<file path="src/rtl/rcf_pkg.sv">
package rcf_pkg;
   localparam int unsigned RCF_NUM_EV = 8;

   // Winning event; value = strobe index + 1, so order encodes priority
   typedef enum logic [3:0] {
      EV_NONE      = 4'd0,
      EV_POR       = 4'd1,
      EV_BOR       = 4'd2,
      EV_WDT_RST   = 4'd3,
      EV_WDT_WAKE  = 4'd4,
      EV_EXT_RUN   = 4'd5,
      EV_EXT_SLEEP = 4'd6,
      EV_SLEEP     = 4'd7,
      EV_WDT_CLR   = 4'd8
   } rcf_ev_e;
endpackage

</file>
<file path="src/rtl/rcf_arb.sv">
module rcf_arb
   import rcf_pkg::*;
#(
   parameter int unsigned NUM_EV = RCF_NUM_EV
) (
   input  logic [NUM_EV-1:0] strobe_i,
   output rcf_ev_e           win_o,
   output logic              any_o
);
   if (NUM_EV != RCF_NUM_EV) begin : g_bad_num
      $error("rcf_arb: NUM_EV must match the event encoding");
   end

   // Lowest index wins: scan from the top so lower indices overwrite
   always_comb begin
      win_o = EV_NONE;
      for (int i = NUM_EV - 1; i >= 0; i--) begin
         if (strobe_i[i]) win_o = rcf_ev_e'(4'(i + 1));
      end
   end

   assign any_o = |strobe_i;
endmodule

</file>
<file path="src/rtl/rcf_hw_flags.sv">
module rcf_hw_flags
   import rcf_pkg::*;
(
   input  logic    clk,
   input  logic    rst_n,
   input  rcf_ev_e win_i,
   output logic    to_q,
   output logic    pd_q
);
   always_ff @(posedge clk or negedge rst_n) begin
      if (!rst_n) begin
         to_q <= 1'b1;
         pd_q <= 1'b1;
      end else begin
         case (win_i)
            EV_POR, EV_BOR, EV_WDT_CLR: begin
               to_q <= 1'b1;
               pd_q <= 1'b1;
            end
            EV_WDT_RST: to_q <= 1'b0;
            EV_WDT_WAKE: begin
               to_q <= 1'b0;
               pd_q <= 1'b0;
            end
            EV_EXT_SLEEP, EV_SLEEP: begin
               to_q <= 1'b1;
               pd_q <= 1'b0;
            end
            default: ;
         endcase
      end
   end

   p_wdt_rst_r5: assert property (@(posedge clk) disable iff (!rst_n)
      (win_i == EV_WDT_RST) |=> (!to_q && (pd_q == $past(pd_q))));

   p_ext_run_r7: assert property (@(posedge clk) disable iff (!rst_n)
      (win_i == EV_EXT_RUN) |=> ($stable(to_q) && $stable(pd_q)));

   p_wake_r6: assert property (@(posedge clk) disable iff (!rst_n)
      (win_i == EV_WDT_WAKE) |=> (!to_q && !pd_q));
endmodule

</file>
<file path="src/rtl/rcf_sw_flags.sv">
module rcf_sw_flags
   import rcf_pkg::*;
#(
   parameter bit BOR_PON_VAL = 1'b1
) (
   input  logic    clk,
   input  logic    rst_n,
   input  rcf_ev_e win_i,
   input  logic    wr_en_i,
   input  logic    wr_por_i,
   input  logic    wr_bor_i,
   output logic    por_q,
   output logic    bor_q
);
   always_ff @(posedge clk or negedge rst_n) begin
      if (!rst_n) begin
         por_q <= 1'b0;
         bor_q <= BOR_PON_VAL;
      end else begin
         case (win_i)
            EV_POR: begin
               por_q <= 1'b0;
               bor_q <= BOR_PON_VAL;
            end
            EV_BOR: bor_q <= 1'b0;
            EV_NONE: begin
               if (wr_en_i) begin
                  por_q <= wr_por_i;
                  bor_q <= wr_bor_i;
               end
            end
            default: ;
         endcase
      end
   end

   p_pon_clear_r2: assert property (@(posedge clk) disable iff (!rst_n)
      (win_i == EV_POR) |=> (!por_q && (bor_q == BOR_PON_VAL)));

   p_wr_blocked_r11: assert property (@(posedge clk) disable iff (!rst_n)
      (wr_en_i && (win_i != EV_NONE) && (win_i != EV_POR) && (win_i != EV_BOR))
      |=> ($stable(por_q) && $stable(bor_q)));

   p_bor_keeps_por_r3: assert property (@(posedge clk) disable iff (!rst_n)
      (win_i == EV_BOR) |=> (!bor_q && $stable(por_q)));
endmodule

</file>
<file path="src/rtl/rst_cause_flags.sv">
module rst_cause_flags
   import rcf_pkg::*;
#(
   parameter int unsigned DATA_W      = 8,
   parameter bit          BOR_PON_VAL = 1'b1,
   parameter int unsigned READ_REG    = 0
) (
   input  logic              clk,
   input  logic              rst_n,
   input  logic [1:0]        bor_mode,
   input  logic              ev_pon,
   input  logic              ev_brown,
   input  logic              ev_wdt_rst,
   input  logic              ev_wdt_wake,
   input  logic              ev_ext_run,
   input  logic              ev_ext_sleep,
   input  logic              ev_sleep,
   input  logic              ev_wdt_clr,
   input  logic              wr_en,
   input  logic [DATA_W-1:0] wr_data,
   input  logic              rd_sel,
   output logic [DATA_W-1:0] rd_data
);
   localparam int unsigned CTL_BOR_BIT = 0;
   localparam int unsigned CTL_POR_BIT = 1;
   localparam int unsigned ST_PD_BIT   = 0;
   localparam int unsigned ST_TO_BIT   = 1;

   if (DATA_W < 3) begin : g_bad_width
      $error("rst_cause_flags: DATA_W must be at least 3");
   end
   if (READ_REG > 1) begin : g_bad_rdmode
      $error("rst_cause_flags: READ_REG must be 0 or 1");
   end

   logic                  bor_live;
   logic                  brown_eff;
   logic [RCF_NUM_EV-1:0] strobes;
   rcf_ev_e               win;
   logic                  any_ev;
   logic                  por_q, bor_q, to_q, pd_q;
   logic [DATA_W-1:0]     ctl_word, stat_word;

   assign bor_live  = (bor_mode != 2'b00);
   assign brown_eff = ev_brown & bor_live;

   // Index order is the priority order, highest first
   assign strobes = {ev_wdt_clr, ev_sleep, ev_ext_sleep, ev_ext_run,
                     ev_wdt_wake, ev_wdt_rst, brown_eff, ev_pon};

   rcf_arb #(.NUM_EV(RCF_NUM_EV)) u_arb (
      .strobe_i (strobes),
      .win_o    (win),
      .any_o    (any_ev)
   );

   rcf_hw_flags u_hw (
      .clk   (clk),
      .rst_n (rst_n),
      .win_i (win),
      .to_q  (to_q),
      .pd_q  (pd_q)
   );

   rcf_sw_flags #(.BOR_PON_VAL(BOR_PON_VAL)) u_sw (
      .clk      (clk),
      .rst_n    (rst_n),
      .win_i    (win),
      .wr_en_i  (wr_en),
      .wr_por_i (wr_data[CTL_POR_BIT]),
      .wr_bor_i (wr_data[CTL_BOR_BIT]),
      .por_q    (por_q),
      .bor_q    (bor_q)
   );

   always_comb begin
      ctl_word              = '0;
      ctl_word[CTL_BOR_BIT] = bor_q;
      ctl_word[CTL_POR_BIT] = por_q;
      stat_word             = '0;
      stat_word[ST_PD_BIT]  = pd_q;
      stat_word[ST_TO_BIT]  = to_q;
   end

   if (READ_REG == 0) begin : g_rd_comb
      assign rd_data = rd_sel ? stat_word : ctl_word;
   end else begin : g_rd_reg
      always_ff @(posedge clk or negedge rst_n) begin
         if (!rst_n) rd_data <= '0;
         else        rd_data <= rd_sel ? stat_word : ctl_word;
      end
   end

   p_bor_off_r4: assert property (@(posedge clk) disable iff (!rst_n)
      (ev_brown && !bor_live && !wr_en &&
       !(ev_pon | ev_wdt_rst | ev_wdt_wake | ev_ext_run |
         ev_ext_sleep | ev_sleep | ev_wdt_clr))
      |=> $stable({por_q, bor_q, to_q, pd_q}));

   p_upper_zero_r13: assert property (@(posedge clk) disable iff (!rst_n)
      rd_data[DATA_W-1:2] == '0);

   p_pon_wins_r12: assert property (@(posedge clk) disable iff (!rst_n)
      (ev_pon && any_ev) |=> (!por_q && to_q && pd_q));
endmodule

</file>
<file path="config.mk">
export PLATFORM = sky130hd
export DESIGN_NAME = rst_cause_flags
export DESIGN_NICKNAME = d
export VERILOG_FILES = /design/src/rtl/rcf_pkg.sv /design/src/rtl/rcf_arb.sv /design/src/rtl/rcf_hw_flags.sv /design/src/rtl/rcf_sw_flags.sv /design/src/rtl/rst_cause_flags.sv
export SDC_FILE = /design/constraint.sdc
export NUM_CORES = 1
export LEC_CHECK = 0
export ABC_AREA = 0
export BUFFER_PORTS_ARGS = -buffer_cell sky130_fd_sc_hd__buf_2
export CELL_PAD_IN_SITES_DETAIL_PLACEMENT = 0
export CELL_PAD_IN_SITES_GLOBAL_PLACEMENT = 1
export CORE_MARGIN = 1.5
export CORE_UTILIZATION = 24
export DETAILED_ROUTE_END_ITERATION = 10
export GPL_TIMING_DRIVEN = 0
export PLACE_DENSITY = 0.88
export SLEW_MARGIN = 20
export SYNTH_ARGS = -nofsm -noshare
export SYNTH_HDL_FRONTEND = slang
export SYNTH_SLANG_ARGS = --single-unit
</file>
<file path="constraint.sdc">
create_clock -name clk -period 1.3 [get_ports clk]
set_input_delay 0.195 -clock clk [delete_from_list [all_inputs] [get_ports clk]]
set_output_delay 0.195 -clock clk [all_outputs]
set_load 0.05 [all_outputs]
</file>
==> impl_metrics.yaml, run 1 <==
placement:
  dpl.hpwl_um: 611
  placed_cells: 75
  dpl_worst_slack_ps: -42.93
  gp_congestion: 0.8067
  io_buffers: 17
  placed_area_um2: 459.2
logic_synthesis:
  synth_seq_cells: 4
  syn_inst: 38
  avgSynthCellArea_um2: 8.857
  synth_area_leaders: "dfstp_2, buf_4, dfrtp_1"
  yosysMostFrequentCell: "buf_4"
  synth_commonest_cells: "buf_4, dfstp_2, inv_1"
  synth_edf_count: 0
  yosysTopAreaCell: "dfstp_2"
  synth_top_area_share_pct: 23.42
  yosysSeqAreaShare_pct: 30.86
  synth_cell_types: 23
  async_flop_share_pct: 100.0
  synth_area_um2: 336.6
  yosys_warnings: 0
  ys.flop_type: "dfstp_2"
worst_setup_path:
  startpoint: "u_sw.bor_q"
  reg2reg_depth: 4
  cp.depth: 2
  r2r_slack_ps: 390
  cp-end-kind: "output pin"
  critPathBufInv: 1
  cp_max_fo: 2
  reg2reg_to: "u_hw.pd_q"
  critPathMaxStageDelay_ps: 530
  endpoint: "rd_data[0]"
  critPathTopFamily: "flip-flops"
  required_ps: 1110
  critPathLaunchType: "flop"
  crit_path_cell_trace: "mux2_2 > buf_6"
  worstPathArrival_ps: 1080
  cp_slowest_cell: "dfstp_2"
  r2r_start: "u_hw.pd_q"
  crit_type: "flop to output pin"
route:
  drtAntennaViolNets: 0
  drt_iter0_drc: 7
  wl_per_cell_um: 9.125
  drt_pass1_iterations: 2
  drc: 0
  routed_wl_um: 730
  via_per_inst: 4.350
  vias: 348
clock_network:
  clk_pin_slew_worst_paths_ps: 40
  cts_num_sinks: 4
  clk_latency_ps: 230
  clockBufferDepth: 2
  cts-buffers-inserted: 3
  postCtsSetupBuffers: 0
  h-tree-depth: 1
  cts_tree: "yes"
  root_buffer: "clkbuf_4"
global_routing:
  grt_max_degree: 6
  grt_overflow_total: 0
  first_global_vias: 308
  grt_usage_pct: 10.14
  grt_pass1_wl_um: 1083
  antenna_found_initial: 0
finish:
  antenna_cells: 0
  layout-drive-gt1-share_pct: 52.31
  fin_nets: 88
  fin_area_um2: 504.2
  final_cells: 80
  fillCellCount: 149
  area_growth_pct: 49.81
floorplanning:
  dieHeight_um: 40.45
  floorplan.die_area_um2: 1636
  initial_utilization_pct: 25.87
  core_area_um2: 1301
  ioPinCount: 30
  fp.dieW_um: 40.45
  floorplan.rows: 13
sta:
  maxSlewViolCount: 0
  setup_viol: 0
  min_period_over_period_pct: 97.86
  hold_viol: 0
  clock_skew_ps: 0
  setup_tns_ps: 0
  period_minus_slack_ps: 1272
  setup_slack_ps: 27.81
  fmax_mhz: 786.0
  rsz0062_at_grt: "false"
power_and_ir_drop:
  p_total_uw: 467.8
  power_leakage_uw: 0.0002517
  ir_worst_vdd_v: 0.0003147
  p_per_area_nw_per_um2: 927.8
hold_path:
  min_from: "ev_wdt_rst"
  hold_class: "input port to flop"
flow_run:
  maxCapViolCount: 0
run_status:
  status: "complete, no violations"
-- worst register-to-register path, stage by stage, from the launching register on --
cell and delay [ps]:
dfstp_2 530, nand2_1 50, a21oi_1 110, o22ai_1 90, nand2_1 70
-- how the worst min path moves through the flow --
stage,endpoint,cells after the start
floorplan,u_sw.por_q,0
global placement,u_sw.por_q,1
detailed placement,u_sw.por_q,1
CTS,u_hw.to_q,2
global route,u_hw.to_q,2
finish,u_hw.to_q,2
-- what timing repair did --
action                                 in CTS  in global routing
setup endpoints to repair                   2                  0
hold buffers                                1                  0
gates resized for setup                     3                  0
endpoints found under the hold margin       4                  0
-- stage by stage --
step	utilization, %	hold slack [ps]
floorplan	-	-100.6
global placement	35.29	-0.1739
detailed placement	35.29	-0.2334
CTS	38.75	190.4
global route	38.75	200.7
finish	38.75	193.8
-- cells in the final DEF (no fill, tap or decap), drive strengths merged, types with 2 or more instances in the layout --
master  synthesis  layout
or3             2       2
clkbuf          0       4
nand2           2       2
nor3            2       2
dfstp           3       3
inv             3       3
nand2b          2       2
a21oi           2       2
nor2b           2       2
buf             6      23
conb            1       6
mux2            2       2
-- registers in the layout, indices dropped and copies added, names as in the netlist --
signal,cells
u_hw.pd_q,1
u_hw.to_q,1
u_sw.bor_q,1
u_sw.por_q,1
-- metal layers --
layer	share of wire (%)	wire length, um	global-route usage, %
met5	0	0	0
met3	5.5	40	1.667
met1	38	276	10.26
met2	56	407	19.44
met4	0.68	5	5.000
-- where the power goes --
group          total [uW]  switching, uW  internal (uW)
Clock                 168           52.3            115
Combinational         159           96.5           62.1
Sequential            142           4.45            137
Total                 468            153            315
-- cell families (layout without fill, tap and decap cells) --
logic type      Yosys count  count (layout)  share of synthesized area (%)
mux                       3               3                          9.665
buf+inv                   9              31                          16.73
flops                     4               4                          30.86
other cells               1               6                          1.114
simple gates             11              11                          19.70
compound gates           10              10                          21.94
-- layout make-up --
cell class                 instances  area [um2]  share of cell area, %
multi-input combinational         30       195.2                  38.71
sequential                         4       103.9                  20.60
timing repair buffer              18       103.9                  20.60
buffer                             6       45.04                  8.933
clock buffer                       4       26.28                  5.211
tap                               15       18.77                  3.722
inverter                           3       11.26                  2.233
No activity file was read; power rests on OpenSTA's default activity.
==> run 2, diff against run 1 <==
SETUP_SLACK_MARGIN = 0.1   (was not set)
SLEW_MARGIN = not set   (was 20)
==> impl_metrics.yaml, run 2 (same netlist as run 1, synthesis figures left out) <==
clock_network:
  clockBufferDepth: 2
  cts_tree: "yes"
  root_buffer: "clkbuf_4"
  clk_latency_ps: 230
  clk_pin_slew_worst_paths_ps: 40
  h-tree-depth: 1
  cts_num_sinks: 4
  cts-buffers-inserted: 3
floorplanning:
  floorplan.rows: 13
  floorplan.die_area_um2: 1636
  ioPinCount: 30
  initial_utilization_pct: 25.87
  core_area_um2: 1301
  dieHeight_um: 40.45
  fp.dieW_um: 40.45
sta:
  hold_viol: 0
  setup_slack_ps: 50.20
  rsz0062_at_grt: "true"
  setup_viol: 0
  fmax_mhz: 800.1
  holdWs_ps: 189.7
  min_period_over_period_pct: 96.14
  setup_tns_ps: 0
  period_minus_slack_ps: 1250
  clock_skew_ps: 0
  maxSlewViolCount: 0
power_and_ir_drop:
  power_leakage_uw: 0.0002790
  ir_worst_vdd_v: 0.0004239
  p_per_area_nw_per_um2: 894.1
worst_setup_path:
  cp_max_fo: 2
  critPathLaunchType: "flop"
  crit_type: "flop to output pin"
  critPathMaxStageDelay_ps: 530
  critPathBufInv: 1
  cp-end-kind: "output pin"
  critPathTopFamily: "flip-flops"
  worstPathArrival_ps: 1050
  cp_slowest_cell: "dfstp_2"
  crit_path_cell_trace: "mux2_4 > buf_8"
  required_ps: 1110
global_routing:
  grt_usage_pct: 11.15
  grt_pass1_wl_um: 1193
  antenna_found_initial: 0
  first_global_vias: 328
  grt_max_degree: 6
  grt_overflow_total: 0
placement:
  gp_congestion: 0.8067
  io_buffers: 17
  placed_cells: 75
  dpl.hpwl_um: 611
  dpl_worst_slack_ps: -42.93
route:
  wl_per_cell_um: 9.386
  routed_wl_um: 779
  via_per_inst: 4.253
  drc: 0
  vias: 353
  drt_iter0_drc: 7
  drtAntennaViolNets: 0
  drt_pass1_iterations: 2
hold_path:
  hold_class: "input port to flop"
finish:
  fillCellCount: 146
  final_cell_mix: "buf_2, buf_4, conb_1"
  layout-drive-gt1-share_pct: 54.41
  final_common_cell: "buf_2"
  final_cells: 83
  fin_nets: 91
  antenna_cells: 0
  area_growth_pct: 62.08
run_status:
  status: "complete, no violations"
flow_run:
  maxCapViolCount: 0
-- run 2: changes by cell type in the layout (fill, tap and decap cells not counted), sizes merged --
| cell | delta |
|---|---|
| buf | +3 |
-- run 2: final cells by class --
class / instances / area [um2] / share of cell area (%)
clock buffers: 4 / 26.28 / 4.817
repair buffers: 21 / 137.6 / 25.23
inverters: 3 / 11.26 / 2.064
flip-flops and latches: 4 / 103.9 / 19.04
multi-input cells: 30 / 202.7 / 37.16
plain buffers: 6 / 45.04 / 8.257
well taps: 15 / 18.77 / 3.440
-- run 2: final timing paths --
| check | from | end | slack, ps | cells past startpoint |
|---|---|---|---|---|
| worst max-delay path | u_sw.bor_q | rd_data[0] | 50 | 2 |
| worst min-delay path | ev_wdt_rst | u_hw.to_q | 190 | 2 |
| worst max register to register | u_hw.to_q | u_hw.to_q | 320 | 3 |
| worst min register to register | u_sw.por_q | u_sw.por_q | 550 | 2 |
| max in group asynchronous | rst_n | u_hw.pd_q | 790 | 2 |
| min in group asynchronous | rst_n | u_sw.por_q | 300 | 2 |
-- run 2: report_power, final --
group / leakage (uW) / total [uW] / switching, uW / internal [uW]
Clock: 0.0000150 / 168 / 53.1 / 115
Combinational: 0.000218 / 178 / 101 / 77.3
Sequential: 0.0000456 / 142 / 4.38 / 137
-- run 2: metrics by stage --
step | cell area [um2] | total power [uW] | utilization (%)
4_1_cts | 538.0 | 489.8 | 41.35
6_report | 545.5 | 487.8 | 41.92
3_3_place_gp | 459.2 | 290.9 | 35.29
2_1_floorplan | 355.3 | 247.9 | -
5_1_grt | 545.5 | 515.7 | 41.92
3_5_place_dp | 459.2 | 292.9 | 35.29
-- run 2: routing by layer --
layer	track usage (%)	vias up	routed length, um
met5	0	-	0
met4	5.000	0	0
met3	1.667	0	41
met2	21.83	11	439
met1	11.22	158	298
li1	-	184	-
-- run 2: timing repair --
action                     in CTS  in global routing
pin swaps                       0                  1
hold endpoints to repair        4                  0
resized for setup               8                  1
setup buffers                   2                  1
hold buffers                    1                  0
setup endpoints to repair       2                  3
-- run 2: worst register-to-register path, cell delays in order (launching register included) --
cell and delay [ps]:
dfstp_2 520, buf_4 100, a21oi_1 40, o31ai_1 220
==> run 3, diff against run 2 <==
ABC_AREA = not set   (was 0)
GPL_ROUTABILITY_DRIVEN = 0   (was not set)
PLACE_DENSITY = not set   (was 0.88)
PLACE_DENSITY_LB_ADDON = 0.1   (was not set)
==> impl_metrics.yaml, run 3 (same netlist as run 1, synthesis figures left out) <==
run_status:
  status: "complete, no violations"
route:
  routed_wl_um: 770
  drc: 0
  vias: 354
  via_per_inst: 4.265
  drt_pass1_iterations: 3
  wl_per_cell_um: 9.277
  drt_iter0_drc: 1
  drtAntennaViolNets: 0
worst_setup_path:
  cp-end-kind: "output pin"
  startpoint: "u_hw.to_q"
  crit_path_cell_trace: "mux2_4 > buf_8"
  required_ps: 1110
  critPathLaunchType: "flop"
  critPathTopFamily: "flip-flops"
  critPathBufInv: 1
  worstPathArrival_ps: 1050
  critPathMaxStageDelay_ps: 520
  cp_slowest_cell: "dfstp_2"
  crit_type: "flop to output pin"
  r2r_start: "u_hw.pd_q"
  cp_max_fo: 2
clock_network:
  h-tree-depth: 1
  root_buffer: "clkbuf_4"
  cts_tree: "yes"
  cts_num_sinks: 4
  clk_latency_ps: 230
  cts-buffers-inserted: 3
  clk_pin_slew_worst_paths_ps: 40
  clockBufferDepth: 2
floorplanning:
  ioPinCount: 30
  floorplan.rows: 13
  core_area_um2: 1301
  initial_utilization_pct: 25.87
  dieHeight_um: 40.45
  floorplan.die_area_um2: 1636
  fp.dieW_um: 40.45
sta:
  fmax_mhz: 804.2
  holdWs_ps: 175.2
  maxSlewViolCount: 0
  rsz0062_at_grt: "true"
  hold_viol: 0
  period_minus_slack_ps: 1243
  clock_skew_ps: 0
  setup_viol: 0
  min_period_over_period_pct: 95.65
placement:
  io_buffers: 17
  dpl.hpwl_um: 619
global_routing:
  grt_util_met1_pct: 12.29
  grt_overflow_total: 0
  top_usage_layer: "met2"
  grt_max_degree: 6
  use_met2_pct: 17.86
  antenna_found_initial: 0
  grt_usage_pct: 10.38
  first_global_vias: 297
  grtUsageMet3_pct: 5.000
  grt_pass1_wl_um: 1131
finish:
  fillCellCount: 150
  area_growth_pct: 62.08
  final_cell_mix: "buf_2, buf_4, conb_1"
  postLayoutCoreUtil_pct: 41.92
  fin_nets: 91
  layout-drive-gt1-share_pct: 54.41
  antenna_cells: 0
  final_common_cell: "buf_2"
power_and_ir_drop:
  power_leakage_uw: 0.0002789
  p_total_uw: 483.4
  ir_worst_vdd_v: 0.0003490
  p_per_area_nw_per_um2: 886.0
flow_run:
  maxCapViolCount: 0
hold_path:
  hold_class: "input port to flop"
  min_from: "wr_data[0]"
[run 3: where the power goes]
group / switching, uW / internal (uW)
Sequential: 3.78 / 137
Combinational: 101 / 76.7
Clock: 50.0 / 115
[run 3: routing by layer]
metal / up-vias / share of wire [%] / routed length [um]
met5: - / 0 / 0
met4: 0 / 0 / 0
met3: 0 / 7.3 / 56
met2: 13 / 51 / 390
met1: 155 / 42 / 323
li1: 186 / - / -
[run 3: metrics by stage]
stage	TNS [ps]	setup WS, ps	cell area, um2	cells
final	0	56.58	545.5	83
after global routing	0	23.33	545.5	83
after global placement	-90.94	-56.38	459.2	75
after detailed placement	-62.51	-31.31	459.2	75
after floorplan	0	167.8	355.3	43
after CTS	0	57.04	538.0	82
[run 3: final cells by class]
cell class	instances	area (um2)	area share, %
Inverter	3	11.26	2.064
Tap cell	15	18.77	3.440
Timing Repair Buffer	21	137.6	25.23
Clock buffer	4	26.28	4.817
Multi-Input combinational cell	30	202.7	37.16
Buffer	6	45.04	8.257
Sequential cell	4	103.9	19.04
[run 3: worst register-to-register path, stage by stage, from the launching register on]
cell,delay (ps)
dfstp_2,520
buf_4,100
nand2_1,40
a21oi_1,110
o22ai_1,90
nand2_1,70
[run 3: worst paths after layout]
kind / end / slack (ps) / cells after the start
hold reg to reg: u_hw.to_q / 540 / 2
setup reg to reg: u_hw.pd_q / 310 / 5
max in group asynchronous: u_hw.to_q / 790 / 2
setup / recovery: rd_data[1] / 60 / 2
hold / removal: u_sw.bor_q / 180 / 2
min in group asynchronous: u_sw.por_q / 300 / 2
[run 3: what timing repair did]
action / CTS / global route
hold buffers: 1 / 0
pin swaps: 0 / 1
endpoints found under the hold margin: 4 / 0
setup buffers: 2 / 1
resized for setup: 8 / 1
setup endpoints to repair: 2 / 3
